--- config.mk ---
export PLATFORM = sky130hd
export DESIGN_NAME = issue_grouper
export DESIGN_NICKNAME = d
export VERILOG_FILES = /design/src/rtl/issue_grouper_pkg.sv /design/src/rtl/issue_grouper_dp.sv /design/src/rtl/issue_grouper_ctrl.sv /design/src/rtl/issue_grouper.sv
export SDC_FILE = /design/constraint.sdc
export NUM_CORES = 1
export LEC_CHECK = 0
export BUFFER_PORTS_ARGS = -buffer_cell sky130_fd_sc_hd__buf_2
export CAP_MARGIN = 20
export CORE_AREA = 2 2 261 263
export CTS_CLUSTER_SIZE = 24
export DETAILED_ROUTE_END_ITERATION = 6
export DIE_AREA = 0 0 263 265
export GPL_TIMING_DRIVEN = 0
export PLACE_DENSITY_LB_ADDON = 0.12
export SLEW_MARGIN = 20
export SYNTH_ARGS = -nofsm -noshare
export SYNTH_HDL_FRONTEND = slang
export SYNTH_HIERARCHICAL = 1
export SYNTH_SLANG_ARGS = --single-unit
--- constraint.sdc ---
create_clock -name clk -period 11.6 [get_ports clk]
set_input_delay 0.58 -clock clk [delete_from_list [all_inputs] [get_ports clk]]
set_output_delay 0.58 -clock clk [all_outputs]
set_load 0.02 [all_outputs]
--- src/rtl/issue_grouper_pkg.sv ---
package issue_grouper_pkg;
  typedef struct packed {
    logic load;     // capture a new fetch packet, reset cursor
    logic advance;  // presented execute packet issues this cycle
    logic hold;     // a fetch packet is resident
  } grp_ctrl_t;
endpackage

--- src/rtl/issue_grouper_dp.sv ---
module issue_grouper_dp
  import issue_grouper_pkg::*;
#(
  parameter int NUM_SLOTS = 8,
  parameter int WORD_W    = 32,
  parameter int CHAIN_BIT = 0
) (
  input  logic                          clk,
  input  logic                          rstN,
  input  grp_ctrl_t                     ctrl,
  input  logic [NUM_SLOTS*WORD_W-1:0]   fetchPacket,
  output logic                          isFinal,
  output logic [NUM_SLOTS-1:0]          slotValid,
  output logic [NUM_SLOTS*WORD_W-1:0]   slotInstr
);
  localparam int CNT_W = $clog2(NUM_SLOTS + 1);

  logic [NUM_SLOTS*WORD_W-1:0] pktReg;
  logic [CNT_W-1:0]            headIdx;
  logic [CNT_W-1:0]            groupLen;
  logic [WORD_W-1:0]           words [NUM_SLOTS];

  for (genvar i = 0; i < NUM_SLOTS; i++) begin : g_unpack
    assign words[i] = pktReg[i*WORD_W +: WORD_W];
  end

  always_comb begin
    logic chainOn;
    int   idx;
    chainOn   = ctrl.hold;
    slotValid = '0;
    slotInstr = '0;
    groupLen  = '0;
    for (int k = 0; k < NUM_SLOTS; k++) begin
      idx = int'(headIdx) + k;
      if (chainOn && idx < NUM_SLOTS) begin
        slotValid[k]                  = 1'b1;
        slotInstr[k*WORD_W +: WORD_W] = words[idx];
        groupLen                      = groupLen + 1'b1;
        chainOn = words[idx][CHAIN_BIT] && (idx != NUM_SLOTS - 1);
      end else begin
        chainOn = 1'b0;
      end
    end
  end

  assign isFinal = ctrl.hold && ((headIdx + groupLen) == CNT_W'(NUM_SLOTS));

  always_ff @(posedge clk or negedge rstN) begin
    if (!rstN) begin
      pktReg  <= '0;
      headIdx <= '0;
    end else if (ctrl.load) begin
      pktReg  <= fetchPacket;
      headIdx <= '0;
    end else if (ctrl.advance) begin
      headIdx <= headIdx + groupLen;
    end
  end

  // valid slots are contiguous from slot 0
  p_packed_slots_r5: assert property (@(posedge clk) disable iff (!rstN)
    ctrl.hold |-> (slotValid[0] && ((slotValid & (slotValid + 1'b1)) == '0)));

  // a group never runs past the end of the fetch packet
  p_end_bound_r4: assert property (@(posedge clk) disable iff (!rstN)
    ctrl.hold |-> (int'(headIdx) + $countones(slotValid) <= NUM_SLOTS));

  // stalled packet stays on the slots
  p_stall_hold_r7: assert property (@(posedge clk) disable iff (!rstN)
    (ctrl.hold && !ctrl.advance && !ctrl.load) |=>
      ($stable(slotValid) && $stable(slotInstr)));

  // a slot beyond 0 is filled only when its predecessor chains
  for (genvar k = 1; k < NUM_SLOTS; k++) begin : g_chain_chk
    p_chain_link_r2: assert property (@(posedge clk) disable iff (!rstN)
      slotValid[k] |-> slotInstr[(k-1)*WORD_W + CHAIN_BIT]);
  end
endmodule

--- src/rtl/issue_grouper_ctrl.sv ---
module issue_grouper_ctrl
  import issue_grouper_pkg::*;
(
  input  logic      clk,
  input  logic      rstN,
  input  logic      fetchValid,
  input  logic      downStall,
  input  logic      isFinal,
  output logic      fetchReady,
  output grp_ctrl_t ctrl
);
  logic busy;

  assign fetchReady   = !busy || (isFinal && !downStall);
  assign ctrl.hold    = busy;
  assign ctrl.advance = busy && !downStall;
  assign ctrl.load    = fetchValid && fetchReady;

  always_ff @(posedge clk or negedge rstN) begin
    if (!rstN)                      busy <= 1'b0;
    else if (ctrl.load)             busy <= 1'b1;
    else if (ctrl.advance && isFinal) busy <= 1'b0;
  end

  // no new fetch packet while non-final groups remain
  p_midpkt_block_r6: assert property (@(posedge clk) disable iff (!rstN)
    (busy && !isFinal) |-> !fetchReady);

  // stall while holding blocks fetch
  p_stall_noready_r7: assert property (@(posedge clk) disable iff (!rstN)
    (busy && downStall) |-> !fetchReady);

  // final group issued with no new packet leaves the block idle
  p_final_drain_r9: assert property (@(posedge clk) disable iff (!rstN)
    (busy && !downStall && isFinal && !fetchValid) |=> !busy);

  // a held packet is not dropped while blocked
  p_keep_busy_r8: assert property (@(posedge clk) disable iff (!rstN)
    (busy && !fetchReady) |=> busy);
endmodule

--- src/rtl/issue_grouper.sv ---
module issue_grouper
  import issue_grouper_pkg::*;
#(
  parameter int NUM_SLOTS = 8,
  parameter int WORD_W    = 32,
  parameter int CHAIN_BIT = 0
) (
  input  logic                        clk,
  input  logic                        rstN,
  input  logic                        fetchValid,
  input  logic [NUM_SLOTS*WORD_W-1:0] fetchPacket,
  output logic                        fetchReady,
  input  logic                        downStall,
  output logic [NUM_SLOTS-1:0]        slotValid,
  output logic [NUM_SLOTS*WORD_W-1:0] slotInstr
);
  grp_ctrl_t ctrl;
  logic      isFinal;

  issue_grouper_ctrl u_ctrl (
    .clk(clk), .rstN(rstN), .fetchValid(fetchValid), .downStall(downStall),
    .isFinal(isFinal), .fetchReady(fetchReady), .ctrl(ctrl)
  );

  issue_grouper_dp #(.NUM_SLOTS(NUM_SLOTS), .WORD_W(WORD_W), .CHAIN_BIT(CHAIN_BIT)) u_dp (
    .clk(clk), .rstN(rstN), .ctrl(ctrl), .fetchPacket(fetchPacket),
    .isFinal(isFinal), .slotValid(slotValid), .slotInstr(slotInstr)
  );
endmodule

==> metrics.md <==
| Metric | Value |
|---|---|
| Post-detailed-placement half-perimeter wirelength | 77.29 mm |
| Number of flops mapped to enable cells by yosys | 0 |
| Grt met2 use | 0.4796 |
| Detailed Route Iter0 Violations | 1957 |
| Element type at the critical path end | register |
| Number of global-route vias before repair | 19170 |
| Clock Pin Slew Worst Setup and Hold Paths | 0.06 ns |
| Count of unresolved DRC violations after routing | 0 |
| Met3 Resource Use GR | 0.06150 |
| Number of flip-flops and latches in the synthesized netlist | 261 |
| Count of vias placed by the detailed router | 19360 |
| Maximum level of the CTS H-tree | 2 |
| Total Wirelength | 105.8 mm |
| Global-route track usage on met1 | 0.3868 |
| Post-synthesis area per instance | 11.32 um2 |
| Setup slack after layout | 0.6241 ns |
| Die area | 69700 um2 |
| Most Crowded Layer GR | met2 |
| Starting density of the core | 0.3066 |
| Largest net degree at the start of global routing | 89 |
| Portion of the post-synthesis area used by sequential elements | 0.3189 |
| Antenna violations before repair | 16 |
| DR pass1 iterations | 7 |
| Count of antenna-violating nets left after detailed routing | 0 |
| Die width | 263 um |
| Fraction of layout cells with a size suffix above 1 | 0.4883 |
| Arrival time reported for the critical path endpoint | 11.41 ns |
| Final layout net count | 2652 |
| Cell chosen for the clock root | sky130_fd_sc_hd__clkbuf_16 |
| RD Place Congestion | 0.9062 |
| Synthesized netlist net count | 2088 |
| Final setup fails | 0 |
| CTS tree | yes |
| Critical Setup Path Class | register to register |
| Synthesized area | 20480 um2 |
| Final Hold Vio Count | 0 |
| Core area | 66800 um2 |
| Count of filler cells inserted in the layout | 6694 |
| Timing startpoint of the critical path | u_dp/headIdx[1] |
| Part of the cycle the worst path needs | 0.9462 |
| Run status | complete, no violations |
| Reg2reg start | u_dp/headIdx[1] |
| Clk_skew | 0.02169 ns |
| Global-route congestion overflow total | 0 |
| Synth Instances | 1809 |
| Predominant post-synthesis flop cell | sky130_fd_sc_hd__dfrtp_1 |
| TritonCTS Buffers | 35 |
| Global-route wire length before repair | 145.7 mm |
| Data required time at the worst endpoint | 12.03 ns |
| Height of the die | 265 um |
| Max Fanout on Critical Path | 19 |
| Biggest cell delay along the critical path | 0.65 ns |
| Post-synthesis to final-layout area growth | 24.45% |
| WL per Instance | 32.25 um |
| Unique masters post-synth | 63 |
| Maximum Capacitance Violations | 0 |
| Startpoint class of the critical path | register |
| Startpoint of the tightest hold check path | fetchPacket[206] |
| Overall routing resource usage | 0.2954 |
| Max Transition Viols Final | 0 |
| Ys async rst share | 1.000 |
| Setup repair after global routing missed its margin | no |
| TritonCTS sink count | 261 |
| Routed vias/inst | 5.902 |
| Synthesis warning total | 6 |
| CP max stage cell | sky130_fd_sc_hd__dfrtp_1 |
| Setup slack after placement | -1.605 ns |
| Floorplan row count | 95 |
| Most numerous cell on the critical path | sky130_fd_sc_hd__ha_1 |
| Relative slew margins | 0.1798 |
| Skew-Pair Late Insertion Delay | 0.56 ns |
| Minimum hold slack | 0.2463 ns |
| Slew at the pin with the worst max-slew slack | 1.230 ns |
| Minimum clock period after layout | 10.98 ns |
| Timing-limited maximum frequency | 91.11 MHz |
| Worst-case clock buffer depth | 3 |
| Type of the tightest min-delay check | input pin to register |
| Number of ports placed on the die boundary | 525 |
| PortBufs | 524 |
==> worst paths after layout <==
check / slack (ns) / to / cells after the start
max: 0.62 / u_dp/pktReg[100] / 36
min: 0.25 / u_dp/pktReg[206] / 2
max reg2reg: 0.62 / u_dp/pktReg[100] / 36
min reg2reg: 0.55 / u_ctrl/busy / 1
max in group asynchronous: 10.04 / u_dp/pktReg[242] / 4
min in group asynchronous: 0.49 / u_dp/pktReg[40] / 2
==> cells by family after synthesis <==
logic type | share of synthesized area
AOI/OAI and AO/OA | 0.05780
DFF | 0.3189
xor gates and xnor gates | 0.01039
adders and majority gates | 0.01198
buffers and inverters | 0.03525
muxes | 0.4615
and+or+nand+nor | 0.1042
==> synthesized netlist by cell type, drive strengths merged, types with 2 or more instances <==
cell	number	area, um2
a21boi	3	22.52
mux2i	73	730.7
clkbuf	110	412.9
nand3	6	35.03
nand2	394	1481
nor2	75	289.0
and3	3	18.77
nand2b	5	38.78
xnor2	12	105.1
nand3b	3	22.52
mux4	257	5792
and2	4	27.53
mux2	260	2928
a21o	3	22.52
nor4b	2	32.53
a21oi	198	991.0
buf	57	244.0
ha	18	225.2
nor3	10	60.06
nor2b	2	12.51
or4	2	18.77
dfrtp	261	6531
or3	3	18.77
inv	16	60.06
a22oi	2	28.78
o21ai	4	20.02
xor2	6	60.06
==> stage by stage <==
step / TNS, ns / instance area, um2 / util / cells
after floorplan: 0 / 20480 / - / 1809
after global placement: -378.14 / 24190 / 0.3622 / 3206
after detailed placement: -327.58 / 24320 / 0.3640 / 3209
after CTS: 0 / 25440 / 0.3808 / 3269
after global routing: 0 / 25480 / 0.3814 / 3277
final: 0 / 25490 / 0.3815 / 3280
==> registers in the layout, summed over array words and instances (netlist names) <==
name and count:
u_dp/headIdx 4, u_ctrl/busy 1, u_dp/pktReg 256
==> layer usage <==
layer | share of wire | vias up
li1 | - | 7900
met2 | 0.47 | 1248
met5 | 0.00036 | -
met3 | 0.086 | 225
met1 | 0.40 | 9979
met4 | 0.040 | 6
==> cell type report <==
type / count / area, um2 / area share
Timing Repair Buffer: 528 / 2725 / 0.1069
Buffer: 166 / 711.9 / 0.02793
Multi-Input combinational cell: 1364 / 13250 / 0.5198
Sequential cell: 261 / 6531 / 0.2563
Tap cell: 873 / 1092 / 0.04286
Clock inverter: 9 / 98.84 / 0.003878
Antenna cell: 11 / 27.53 / 0.001080
Inverter: 17 / 65.06 / 0.002553
Clock buffer: 51 / 985.9 / 0.03869
==> worst max-delay path, delay by kind of cell, from the launching register on <==
kind / cells / cell delay, ns
adders and majority gates: 6 / 1.74
buffers and inverters: 10 / 4.00
and+or+nand+nor: 8 / 1.54
AOI/OAI and AO/OA: 6 / 1.49
muxes: 5 / 1.18
xor gates and xnor gates: 1 / 0.19
DFF: 1 / 0.65
==> placed cells by master, fill, tap and decap left out, types with 4 or more instances in the layout <==
cell	n
sky130_fd_sc_hd__buf_2	536
sky130_fd_sc_hd__nand2_1	393
sky130_fd_sc_hd__dfrtp_1	261
sky130_fd_sc_hd__mux2_2	260
sky130_fd_sc_hd__mux4_2	256
sky130_fd_sc_hd__a21oi_1	198
sky130_fd_sc_hd__clkbuf_1	90
sky130_fd_sc_hd__nor2_1	74
sky130_fd_sc_hd__mux2i_1	73
sky130_fd_sc_hd__clkbuf_16	35
sky130_fd_sc_hd__buf_1	34
sky130_fd_sc_hd__clkbuf_2	34
sky130_fd_sc_hd__ha_1	18
sky130_fd_sc_hd__inv_1	13
sky130_fd_sc_hd__diode_2	11
sky130_fd_sc_hd__xnor2_1	10
sky130_fd_sc_hd__nor3_1	8
sky130_fd_sc_hd__clkinv_2	7
sky130_fd_sc_hd__clkbuf_8	5
sky130_fd_sc_hd__nand3_1	5
sky130_fd_sc_hd__nand2b_1	4
sky130_fd_sc_hd__xor2_1	4
sky130_fd_sc_hd__o21ai_0	4
==> repair_timing <==
action	in CTS	in global routing
pin swaps	0	0
endpoints found under the hold margin	38	0
setup buffers	0	0
hold buffers	1	0
gates resized for setup	23	8
setup endpoints to repair	261	260
Power is not shown: default switching activity piles up to over one toggle a cycle in this logic, so the estimate is an artifact.
